[src/rtl/peag_pkg.sv]
package peag_pkg;
  typedef enum logic [1:0] {
    EA_IND  = 2'b00,
    EA_DISP = 2'b01,
    EA_ZP   = 2'b10,
    EA_RSV  = 2'b11
  } ea_mode_e;
endpackage

[src/rtl/peag_regfile.sv]
module peag_regfile #(
  parameter int N_REG = 4,
  parameter int OFF_W = 16,
  parameter int PG_W  = 4,
  localparam int SEL_W = $clog2(N_REG)
) (
  input  logic                        clk_i,
  input  logic                        rst_ni,
  input  logic                        ar_we_i,
  input  logic [SEL_W-1:0]            ar_sel_i,
  input  logic [OFF_W-1:0]            ar_data_i,
  input  logic                        pg_we_i,
  input  logic [SEL_W-1:0]            pg_sel_i,
  input  logic [PG_W-1:0]             pg_data_i,
  output logic [N_REG-1:0][OFF_W-1:0] areg_o,
  output logic [N_REG-1:0][PG_W-1:0]  page_o
);
  for (genvar g = 0; g < N_REG; g++) begin : g_reg
    logic ar_hit, pg_hit;
    assign ar_hit = ar_we_i && (ar_sel_i == SEL_W'(g));
    assign pg_hit = pg_we_i && (pg_sel_i == SEL_W'(g));

    always_ff @(posedge clk_i or negedge rst_ni) begin
      if (!rst_ni)     areg_o[g] <= '0;
      else if (ar_hit) areg_o[g] <= ar_data_i;
    end

    // page written separately from its address register
    always_ff @(posedge clk_i or negedge rst_ni) begin
      if (!rst_ni)     page_o[g] <= '0;
      else if (pg_hit) page_o[g] <= pg_data_i;
    end
  end
endmodule

[src/rtl/peag_disp_add.sv]
module peag_disp_add #(
  parameter int OFF_W  = 16,
  parameter int DISP_W = 4
) (
  input  logic [OFF_W-1:0]  base_i,
  input  logic [DISP_W-1:0] disp_i,
  input  logic              byte_i,
  output logic [OFF_W-1:0]  off_o
);
  logic [DISP_W-1:0] field_sum;

  // sum confined to the member field; carry is dropped
  assign field_sum = base_i[DISP_W:1] + disp_i;

  always_comb begin
    off_o              = base_i;
    off_o[DISP_W:1]    = field_sum;
    off_o[0]           = byte_i & base_i[0];
  end
endmodule

[src/rtl/peag_zp_form.sv]
module peag_zp_form #(
  parameter int OFF_W     = 16,
  parameter int DISP_W    = 4,
  parameter int ZP_W      = 7,
  parameter int WS_MSB    = 11,
  localparam int WS_LSB   = ZP_W + 1,
  localparam int WS_W     = WS_MSB - WS_LSB + 1
) (
  input  logic [ZP_W-1:0]  zp_i,
  input  logic [WS_W-1:0]  ws_i,
  output logic [OFF_W-1:0] off_o
);
  always_comb begin
    off_o                   = '0;
    off_o[DISP_W:1]         = zp_i[DISP_W-1:0];
    off_o[ZP_W:DISP_W+1]    = zp_i[ZP_W-1:DISP_W];
    off_o[WS_MSB:WS_LSB]    = ws_i;
  end
endmodule

[src/rtl/paged_ea_gen.sv]
module paged_ea_gen
  import peag_pkg::*;
#(
  parameter int N_REG  = 4,
  parameter int OFF_W  = 16,
  parameter int PG_W   = 4,
  parameter int DISP_W = 4,
  parameter int ZP_W   = 7,
  parameter int WS_REG = 1,
  parameter int WS_MSB = 11,
  localparam int SEL_W = $clog2(N_REG),
  localparam int EA_W  = OFF_W + PG_W,
  localparam int WS_LSB = ZP_W + 1
) (
  input  logic              clk_i,
  input  logic              rst_ni,
  input  logic              ar_we_i,
  input  logic [SEL_W-1:0]  ar_sel_i,
  input  logic [OFF_W-1:0]  ar_data_i,
  input  logic              pg_we_i,
  input  logic [SEL_W-1:0]  pg_sel_i,
  input  logic [PG_W-1:0]   pg_data_i,
  input  logic [1:0]        mode_i,
  input  logic [SEL_W-1:0]  reg_sel_i,
  input  logic [DISP_W-1:0] disp_i,
  input  logic [ZP_W-1:0]   zp_i,
  input  logic              byte_i,
  output logic [EA_W-1:0]   ea_o
);
  logic [N_REG-1:0][OFF_W-1:0] areg_q;
  logic [N_REG-1:0][PG_W-1:0]  page_q;
  logic [DISP_W-1:0]           disp_eff;
  logic [OFF_W-1:0]            ind_off, zp_off;
  ea_mode_e                    mode;

  assign mode = ea_mode_e'(mode_i);

  peag_regfile #(.N_REG(N_REG), .OFF_W(OFF_W), .PG_W(PG_W)) u_regs (
    .clk_i     (clk_i),
    .rst_ni    (rst_ni),
    .ar_we_i   (ar_we_i),
    .ar_sel_i  (ar_sel_i),
    .ar_data_i (ar_data_i),
    .pg_we_i   (pg_we_i),
    .pg_sel_i  (pg_sel_i),
    .pg_data_i (pg_data_i),
    .areg_o    (areg_q),
    .page_o    (page_q)
  );

  // plain indirect is the displacement path with a zero displacement
  assign disp_eff = (mode == EA_DISP) ? disp_i : '0;

  peag_disp_add #(.OFF_W(OFF_W), .DISP_W(DISP_W)) u_disp (
    .base_i (areg_q[reg_sel_i]),
    .disp_i (disp_eff),
    .byte_i (byte_i),
    .off_o  (ind_off)
  );

  peag_zp_form #(.OFF_W(OFF_W), .DISP_W(DISP_W), .ZP_W(ZP_W), .WS_MSB(WS_MSB)) u_zp (
    .zp_i  (zp_i),
    .ws_i  (areg_q[WS_REG][WS_MSB:WS_LSB]),
    .off_o (zp_off)
  );

  always_comb begin
    unique case (mode)
      EA_ZP:   ea_o = {{PG_W{1'b0}}, zp_off};
      default: ea_o = {page_q[reg_sel_i], ind_off};
    endcase
  end
endmodule

[config.mk]
export PLATFORM = sky130hd
export DESIGN_NAME = paged_ea_gen
export DESIGN_NICKNAME = d
export VERILOG_FILES = /design/src/rtl/peag_pkg.sv /design/src/rtl/peag_regfile.sv /design/src/rtl/peag_disp_add.sv /design/src/rtl/peag_zp_form.sv /design/src/rtl/paged_ea_gen.sv
export SDC_FILE = /design/constraint.sdc
export NUM_CORES = 1
export LEC_CHECK = 0
export BUFFER_PORTS_ARGS = -buffer_cell sky130_fd_sc_hd__buf_2
export CAP_MARGIN = 20
export CORE_ASPECT_RATIO = 2
export CORE_MARGIN = 1
export CORE_UTILIZATION = 40
export DETAILED_ROUTE_END_ITERATION = 7
export SYNTH_ARGS = -nofsm -noshare
export SYNTH_HDL_FRONTEND = slang
export SYNTH_SLANG_ARGS = --single-unit
[constraint.sdc]
create_clock -name clk_i -period 3.65 [get_ports clk_i]
set_clock_uncertainty 0.2 [all_clocks]
set_input_delay 0.365 -clock clk_i [delete_from_list [all_inputs] [get_ports clk_i]]
set_output_delay 0.365 -clock clk_i [all_outputs]
set_load 0.005 [all_outputs]
**Word level (Yosys, flattened, before mapping)**

Cells that the tools add are included.

- Input port bits: 44
- Output and inout bits: 20
- Flip-flop bits (word level): 80
- Word-level logic and storage cells: 35

- Equal/unequal tests: 8
- Add/subtract/negate cells: 1
- Reduce and logical (&&, ||, !) cells: 10
- Muxes and demuxes: 6
- $lt $le $gt $ge: 1
- Bitwise logic cells: 1

Operator list:

| kind | count |
|---|---|
| 16-bit binary-select mux with 2-bit select | 1 |
| 20-bit 2-to-1 mux | 1 |
| 16-bit 2-to-1 mux | 1 |
| 2-bit == test (second input constant) | 5 |
| 4-bit binary-select mux with 2-bit select | 1 |
| 1-bit logical AND | 8 |
| 4-bit 2-to-1 mux | 2 |
| 2-bit by 1-bit == test with 1-bit output (second input constant) | 3 |
| 4-bit adder | 1 |
| 2-bit logical NOT | 2 |
| 2-bit by 3-bit < comparator with 1-bit output (second input constant) | 1 |
| 1-bit AND | 1 |

**Logic depth before layout (Yosys ltp)**

Gate-level depths: netlist of the first run.

- Depth in word-level cells: 4
- Mapped depth: 8
- Mapped depth without buffers: 7

**Hierarchy**

Synthesis of the first run repeated with hierarchy kept, for this count alone.

- Cell total of the unflattened synthesis: 262
- Area, all modules: 4073.9 µm²

By module, submodules not included:

| module | area each (µm²) | times used | cells an instance | sequential area each (µm²) |
|---|---|---|---|---|
| peag_regfile | 3019.1 | 1 | 172 | 2001.9 |
| paged_ea_gen | 742.0 | 1 | 52 | 0.0 |
| peag_disp_add | 188.9 | 1 | 21 | 0.0 |
| peag_zp_form | 123.9 | 1 | 17 | 0.0 |

**Worst setup path after synthesis of the first run**

Ideal clock, no wire load.

- Path type: input port to output port
- Start point: input port reg_sel_i[1]
- End point: output port ea_o[4]
- Setup slack: 812 ps
- Path buffers: 2
- Required time: 3085 ps
- Stages: 8
- Data arrival time: 2273 ps
- Path through: buf_2 > clkbuf_1 > mux4_2 > ha_1 > a21o_1 > a21oi_1 > xor3_1 > o221a_1

- Longest elaborated chain between the ends: 4

Ends and longest elaborated chain:

| element | RTL line | source |
|---|---|---|
| start: declaration | paged_ea_gen.sv:24 | `input logic [SEL_W-1:0] reg_sel_i,` |
| 16-bit binary-select mux with 2-bit select | paged_ea_gen.sv:55 | `.base_i (areg_q[reg_sel_i]),` |
| 16-bit 2-to-1 mux (not written as such) | paged_ea_gen.sv:55 |  |
| 4-bit adder | peag_disp_add.sv:13 | `assign field_sum = base_i[DISP_W:1] + disp_i;` |
| 20-bit 2-to-1 mux | paged_ea_gen.sv:68 | `unique case (mode)` |
| end: declaration | paged_ea_gen.sv:28 | `output logic [EA_W-1:0] ea_o` |

Every way passes these cells. The select of a mux whose other input is x is not followed.

**Worst setup path in the final report of the first run**

- Start point: input port reg_sel_i[0]
- End point: output port ea_o[4]

The elaborated chain is that of the path after synthesis.

==> flow_metrics.env, run 1 <==
export IMPL_cp_max_fo=12
export IMPL_num_fill_cells=836
export IMPL_hpwl_microns=5416
export IMPL_antenna_cells=0
export IMPL_wl_per_cell_microns=17.63
export IMPL_cts_made_buffers=9
export IMPL_p_int_mw=1.902
export IMPL_arrival_ns=2.50
export IMPL_status="finished, violations left"
export IMPL_cp_cell_sequence="buf_2 -> mux4_2 -> ha_1 -> a21o_1 -> a21oi_1 -> xor3_1 -> o221a_1 -> buf_2"
export IMPL_syn2layout_area_growth_pct=19.90
export IMPL_violations="DRC"
export IMPL_gp_congestion=0.7777
export IMPL_via_per_inst=5.480
export IMPL_yosysMostFrequentCell="mux2_2"
export IMPL_dr_pass1_iters=6
export IMPL_path_class="in2out"
export IMPL_async_reset_ff_share_pct=100.0
export IMPL_post_cts_buffers=0
export IMPL_drive_above_1_share_pct=54.73
export IMPL_synth_area_sq_mm=0.003830
export IMPL_hold_class="in2reg"
export IMPL_clock_root_buffer="clkbuf_16"
export IMPL_p_sw_share_pct=24.08
export IMPL_worstMarginPinSlew_ns=1.003
export IMPL_antenna_found_initial=0
export IMPL_post_route_min_period_ns=3.061
export IMPL_synth_top_area_share_pct=52.27
export IMPL_peakVddDrop_mv=0.2694
export IMPL_synth_ff_type="dfrtp_1"
export IMPL_finalHoldViolCount=0
export IMPL_max_stage_delay_ns=0.59
export IMPL_yosysWarningCount=0
export IMPL_p_leak_nw=2.043
export IMPL_routed_wl_microns=7793
export IMPL_ys_types=24
export IMPL_rows=50
export IMPL_synth_edff_count=0
export IMPL_seq_area_frac_synth_pct=52.27
export IMPL_initial_utilization_pct=41.09
export IMPL_num_io_pins=64
export IMPL_p_comb_share_pct=19.5
export IMPL_cts_tree="yes"
export IMPL_cpMostUsedCell="buf_2"
export IMPL_synthCells=264
export IMPL_cts_resized=0
export IMPL_die_x_microns=71.19
export IMPL_finalSetupViolCount=0
export IMPL_grt_pass1_wl_microns=12590
export IMPL_clock_latency_ns=0.33
export IMPL_ant_nets=0
export IMPL_place_ws_ns=0.5632
export IMPL_rsz0062_at_grt="no"
export IMPL_clkSinkCount=80
export IMPL_die_y_microns=140.4
export IMPL_ys_top_cells_by_area="dfrtp_1 (52%), mux2_2 (25%), mux4_2 (9.4%)"
export IMPL_fin_setup_tns_ns=0
export IMPL_core_sq_mm=0.009321
export IMPL_p_switching_mw=0.6032
export IMPL_portBuffers=63
export IMPL_cellPowerDensity_mw_per_mm2=545.6
export IMPL_grt_pass1_vias=2508
export IMPL_hold_depth=2
export IMPL_setup_slack_ns=0.5893
export IMPL_cp_required_ns=3.08
export IMPL_cap_violations=0
export IMPL_grtUsageTotal_pct=17.06
export IMPL_cp_start_kind="primary input"
export IMPL_synthesis_nets=312
export IMPL_grt_overflow_total=0
export IMPL_cp_slowest_cell="mux4_2"
export IMPL_cp_end_kind="output pin"
export IMPL_nNetsFinal=381
export IMPL_dieArea_sq_mm=0.009994
export IMPL_synth_seq_cells=80
export IMPL_max_slew_margin_pct=32.95
export IMPL_p_clk_share_pct=35.2
export IMPL_timing_final_max_slew_violations=0
export IMPL_h_tree_depth=3
export IMPL_r2r_cells=1
export IMPL_dr_first_iter_drc_count=81
export IMPL_cts_max_path_buffers=2
export IMPL_clkSlewWorstSetupHoldPaths_ns=0.06
export IMPL_avgSynthCellArea_sq_um=14.51
export IMPL_finalCritPeriodShare_pct=83.85
export IMPL_grt_max_degree=81
export IMPL_fmax_mhz=326.7
export IMPL_hold_buffers=0
export IMPL_vias=2422
export IMPL_ys_top_cells_by_count="mux2_2 (84), dfrtp_1 (80), nand2_1 (18)"
export IMPL_drc=9
export IMPL_synth_area_leader_cell="dfrtp_1"
export IMPL_pwr_share_seq_pct=45.3
==> area by class of cell <==
type | count | area (sq um) | area share (%)
Tap cell | 104 | 130.1 | 2.834
Sequential cell | 80 | 2002 | 43.60
Multi-Input combinational cell | 173 | 1777 | 38.69
Clock buffer | 10 | 239.0 | 5.204
Timing Repair Buffer | 69 | 385.4 | 8.392
Clock inverter | 6 | 58.81 | 1.281
==> flip-flops by register name, summed over array words and instances, names as in the netlist <==
register       count
u_regs.areg_o     64
u_regs.page_o     16
==> logic make-up (layout without fill, tap and decap cells) <==
group                      Yosys count  count (layout)  share of synthesized area (%)
muxes                              100             100                          34.11
DFF                                 80              80                          52.27
and+or+nand+nor                     47              47                          6.860
AOI/OAI and AO/OA                   20              20                          3.071
buffers and inverters               11              85                          1.339
adders and majority gates            4               4                          1.503
xor gates and xnor gates             2               2                         0.8494
==> worst paths after layout <==
| check | slack, ns | to | from |
|---|---|---|---|
| min in group asynchronous | 0.22 | u_regs.areg_o[16]$_DFFE_PN0P_ | rst_ni |
| worst min register to register | 0.29 | u_regs.areg_o[59]$_DFFE_PN0P_ | u_regs.areg_o[59]$_DFFE_PN0P_ |
| worst max-delay path | 0.59 | ea_o[4] | reg_sel_i[0] |
| worst max register to register | 2.68 | u_regs.areg_o[1]$_DFFE_PN0P_ | u_regs.areg_o[1]$_DFFE_PN0P_ |
| worst min-delay path | 0.10 | u_regs.areg_o[41]$_DFFE_PN0P_ | ar_data_i[9] |
| max in group asynchronous | 2.46 | u_regs.areg_o[43]$_DFFE_PN0P_ | rst_ni |
==> power groups by stage <==
stage	clock network [mW]	logic [mW]	registers [mW]
2_1_floorplan	0	0.345	1.12
3_3_place_gp	0	0.480	1.14
3_5_place_dp	0	0.492	1.15
4_1_cts	0.907	0.494	1.14
5_1_grt	0.948	0.536	1.16
6_report	0.882	0.489	1.13
==> metal layers <==
layer	share of wire, %	track usage [%]	routed length [microns]	vias to the layer above
li1	-	-	-	1118
met5	0	0	0	-
met4	1.9	7.895	149	0
met1	41	20.22	3176	1241
met3	3.2	3.453	246	10
met2	54	29.22	4220	53
==> worst max-delay path: cells and delay by family <==
family / cells / cell delay, ns
mux: 1 / 0.59
buf+inv: 2 / 0.42
xor+xnor: 1 / 0.24
compound gates: 3 / 0.56
fa+ha+maj: 1 / 0.31
==> cells in the final DEF, fill, tap and decap left out <==
cell type and n:
nand3b_1 8, and2_1 11, clkinv_4 1, bufinv_16 1, nor3b_2 1, buf_2 62, clkinv_2 4, o221a_1 1
buf_4 5, a2111oi_0 1, dlygate4sd3_1 1, clkbuf_8 1, xor3_1 1, nand2_1 18, nor3b_1 1, dfrtp_1 80
ha_1 3, clkbuf_16 9, mux4_2 16, o21ai_0 5, fa_1 1, mux2_2 84, nor2b_1 2, a21o_1 1
buf_16 1, and3_1 1, nand2b_1 2, o22ai_1 4, nand3_1 3, a21oi_1 8, xnor2_1 1
==> stage by stage <==
stage / hold slack (ns) / util (%) / power [mW] / cell area (sq um) / cells
floorplan: -0.1306 / - / 1.466 / 3830 / 264
global placement: 0.2805 / 45.66 / 1.623 / 4257 / 424
detailed placement: 0.2862 / 45.66 / 1.644 / 4257 / 424
CTS: 0.03720 / 48.86 / 2.536 / 4554 / 440
global route: 0.1022 / 49.26 / 2.643 / 4592 / 442
finish: 0.1042 / 49.26 / 2.505 / 4592 / 442
Note: power is estimated with default switching activity, not from simulation.
==> inputs of run 2 (changes only) <==
- ABC_AREA: unset -> 1
- clock period: 3.65 -> 2.91 ns (I/O delays scaled with it)
==> run 2 against run 1 <==
Net effect:
- the flow still finishes with violations (DRC)
- non-clock buffer count is 4 higher
- sequential power up 23%
- critical path type unchanged
- sequential share of layout area is 0.61 points higher
- global-route usage grew 3.2 points
- count of clock-buffer cells in the layout rose by 2
- area after synthesis barely moved
- setup slack worse by 0.19 ns
- critical path depth increased by 6
- critical endpoint unchanged
- utilization down 0.68 points
- final cell count increased by 46%
==> flow_metrics.env, run 2 <==
export IMPL_synth_edff_count=0
export IMPL_antenna_found_initial=0
export IMPL_yosysMostFrequentCell="nand2_1"
export IMPL_final_common_cell="nand2_1"
export IMPL_dieArea_sq_mm=0.009997
export IMPL_drc=6
export IMPL_arrival_ns=2.02
export IMPL_grt_overflow_total=0
export IMPL_grtUsageTotal_pct=20.29
export IMPL_synth_top_area_share_pct=52.25
export IMPL_fin_setup_tns_ns=0
export IMPL_antenna_cells=0
export IMPL_p_clk_share_pct=39.4
export IMPL_routed_wl_microns=9480
export IMPL_cp_cell_sequence="buf_2 -> inv_2 -> o21ai_0 -> o22ai_1 -> ha_1 -> nand2_1 -> nor2_1 -> nor2_1 -> inv_1 -> nand2_1 -> nand2_1 -> nand2_1 -> nand3_1 -> buf_2"
export IMPL_worstMarginPinSlew_ns=0.9723
export IMPL_cts_made_buffers=9
export IMPL_gp_congestion=0.7876
export IMPL_reg_largest_list="u_regs.areg_o (64), u_regs.page_o (16)"
export IMPL_grt_max_degree=81
export IMPL_synthCells=482
export IMPL_r2r_cells=2
export IMPL_h_tree_depth=3
export IMPL_regMostFlops="u_regs.areg_o"
export IMPL_timing_final_max_slew_violations=0
export IMPL_ys_types=20
export IMPL_clock_root_buffer="clkbuf_16"
export IMPL_finalCritPeriodShare_pct=86.41
export IMPL_die_x_microns=71.20
export IMPL_grt_pass1_wl_microns=15410
export IMPL_ys_top_cells_by_count="nand2_1 (118), o21ai_0 (117), dfrtp_1 (80)"
export IMPL_clkSlewWorstSetupHoldPaths_ns=0.06
export IMPL_cp_max_fo=22
export IMPL_cts_max_path_buffers=2
export IMPL_syn2layout_area_growth_pct=18.19
export IMPL_pwr_share_seq_pct=45.4
export IMPL_nNetsFinal=587
export IMPL_yosys_area_share_simple_pct=20.35
export IMPL_cp_end_kind="output pin"
export IMPL_p_sw_share_pct=25.67
export IMPL_synth_ff_type="dfrtp_1"
export IMPL_post_route_min_period_ns=2.515
export IMPL_via_per_inst=5.156
export IMPL_p_comb_share_pct=15.1
export IMPL_status="finished, violations left"
export IMPL_synth_seq_cells=80
export IMPL_violations="DRC"
export IMPL_grt_pass1_vias=3166
export IMPL_peakVddDrop_mv=0.4564
export IMPL_cp_slowest_cell="inv_2"
export IMPL_synth_area_sq_mm=0.003831
export IMPL_yosysWarningCount=0
export IMPL_dr_pass1_iters=6
export IMPL_cp_depth=14
export IMPL_seq_area_frac_synth_pct=52.25
export IMPL_cts_tree="yes"
export IMPL_ys_top_cells_by_area="dfrtp_1 (52%), o21ai_0 (15%), nand2_1 (12%)"
export IMPL_whs_ns=0.06613
export IMPL_cp_start_kind="primary input"
export IMPL_synth_fa_ha_area_share_pct=1.502
export IMPL_synth_area_leader_cell="dfrtp_1"
export IMPL_rsz0062_at_grt="no"
export IMPL_drive_above_1_share_pct=16.39
export IMPL_crit_buf_inv=4
export IMPL_initial_utilization_pct=41.10
export IMPL_p_int_mw=2.275
export IMPL_max_slew_margin_pct=35.03
export IMPL_max_stage_delay_ns=0.30
export IMPL_rrSetupSlack_ns=1.96
export IMPL_die_y_microns=140.4
export IMPL_critPathTopFamily="buffers and inverters"
export IMPL_wl_per_cell_microns=14.65
export IMPL_hold_class="in2reg"
export IMPL_portBuffers=63
export IMPL_yosys_area_share_xor_xnor_pct=0.2286
export IMPL_p_leak_nw=2.317
export IMPL_cellPowerDensity_mw_per_mm2=676.0
export IMPL_core_sq_mm=0.009321
export IMPL_synthesis_nets=530
export IMPL_clkSinkCount=80
export IMPL_fmax_mhz=397.7
export IMPL_async_reset_ff_share_pct=100.0
export IMPL_fin_util_pct=48.58
export IMPL_hpwl_microns=6595
export IMPL_num_io_pins=64
export IMPL_path_class="in2out"
export IMPL_synth_top_family_by_area="simple AND/OR/NAND/NOR gates"
export IMPL_cpMostUsedCell="nand2_1"
export IMPL_vias=3336
export IMPL_ant_nets=0
export IMPL_synth_compound_area_share_pct=17.80
export IMPL_largest_reg_flops=64
export IMPL_hold_depth=3
export IMPL_dr_first_iter_drc_count=231
export IMPL_synth_mux_area_share_pct=0
export IMPL_finalHoldViolCount=0
export IMPL_p_switching_mw=0.7857
export IMPL_clock_latency_ns=0.33
export IMPL_mostFrequentLayoutCells="nand2_1 (118), o21ai_0 (117), dfrtp_1 (80)"
export IMPL_post_cts_buffers=0
export IMPL_finalSetupViolCount=0
export IMPL_avgSynthCellArea_sq_um=7.948
export IMPL_rows=50
export IMPL_num_fill_cells=918
export IMPL_cp_required_ns=2.42
export IMPL_cap_violations=0
run 2: changes by cell type after synthesis, sizes merged, moves of 8 or more:
| cell | previous run | this run |
|---|---|---|
| o21ai | 5 | 118 |
| nand2 | 18 | 118 |
| mux2 | 84 | 0 |
| nor2 | 0 | 64 |
| inv | 0 | 35 |
| mux4 | 16 | 0 |
| nand3 | 3 | 18 |
| and2 | 11 | 0 |
| buf | 8 | 18 |
| nand3b | 8 | 0 |
run 2: repair_timing:
item / 4_1_cts / 5_1_grt
gates resized for setup: 0 / 0
endpoints found under the hold margin: 80 / 0
hold buffers: 1 / 0
run 2: power groups by stage:
stage                     logic, mW  clock network [mW]  registers (mW)
after global placement        0.453                   0            1.40
after detailed placement      0.464                   0            1.41
final                         0.463                1.21            1.39
after floorplan               0.309                   0            1.37
after CTS                     0.468                1.23            1.39
after global routing          0.546                1.27            1.41
run 2: final cells by class:
type                            instances  area [sq um]  share of cell area [%]
Tap cell                              104         130.1                   2.874
Sequential cell                        80          2002                   44.21
Clock inverter                          3         65.06                   1.437
Timing Repair Buffer                   73         415.4                   9.174
Multi-Input combinational cell        340          1528                   33.74
Clock buffer                           12         256.5                   5.665
Inverter                               35         131.4                   2.901
run 2: layer usage:
layer	global-route usage [%]	wire length, microns
met1	22.96	3751
met2	37.94	5267
met4	7.263	115
met3	2.518	345
met5	0	0
run 2: path summary, 6_finish.rpt:
check	startpoint	endpoint
max reg2reg	u_regs.areg_o[4]$_DFFE_PN0P_	u_regs.areg_o[4]$_DFFE_PN0P_
min reg2reg	u_regs.areg_o[54]$_DFFE_PN0P_	u_regs.areg_o[54]$_DFFE_PN0P_
min	pg_data_i[0]	u_regs.page_o[8]$_DFFE_PN0P_
max	reg_sel_i[0]	ea_o[4]
min in group asynchronous	rst_ni	u_regs.page_o[14]$_DFFE_PN0P_
max in group asynchronous	rst_ni	u_regs.areg_o[44]$_DFFE_PN0P_
run 2: kinds of logic (layout without fill, tap and decap cells):
| family | Yosys count | in the layout |
|---|---|---|
| and+or+nand+nor | 201 | 201 |
| AOI/OAI and AO/OA | 134 | 134 |
| DFF | 80 | 80 |
| buffers and inverters | 62 | 123 |
| adders and majority gates | 4 | 4 |
| xor gates and xnor gates | 1 | 1 |
run 2: worst register-to-register path: cells and delay by family, from the launching register on:
kind	cells	cell delay [ns]
DFF	1	0.39
AOI/OAI and AO/OA	1	0.13
and+or+nand+nor	1	0.07
run 2: through the flow:
stage / setup slack (ns) / instance area, sq um / total power [mW] / instances
2_1_floorplan: 0.6283 / 3831 / 1.683 / 482
3_3_place_gp: 0.4073 / 4169 / 1.854 / 630
3_5_place_dp: 0.3820 / 4169 / 1.873 / 630
4_1_cts: 0.3763 / 4501 / 3.089 / 646
5_1_grt: 0.2013 / 4528 / 3.224 / 647
6_report: 0.3954 / 4528 / 3.061 / 647
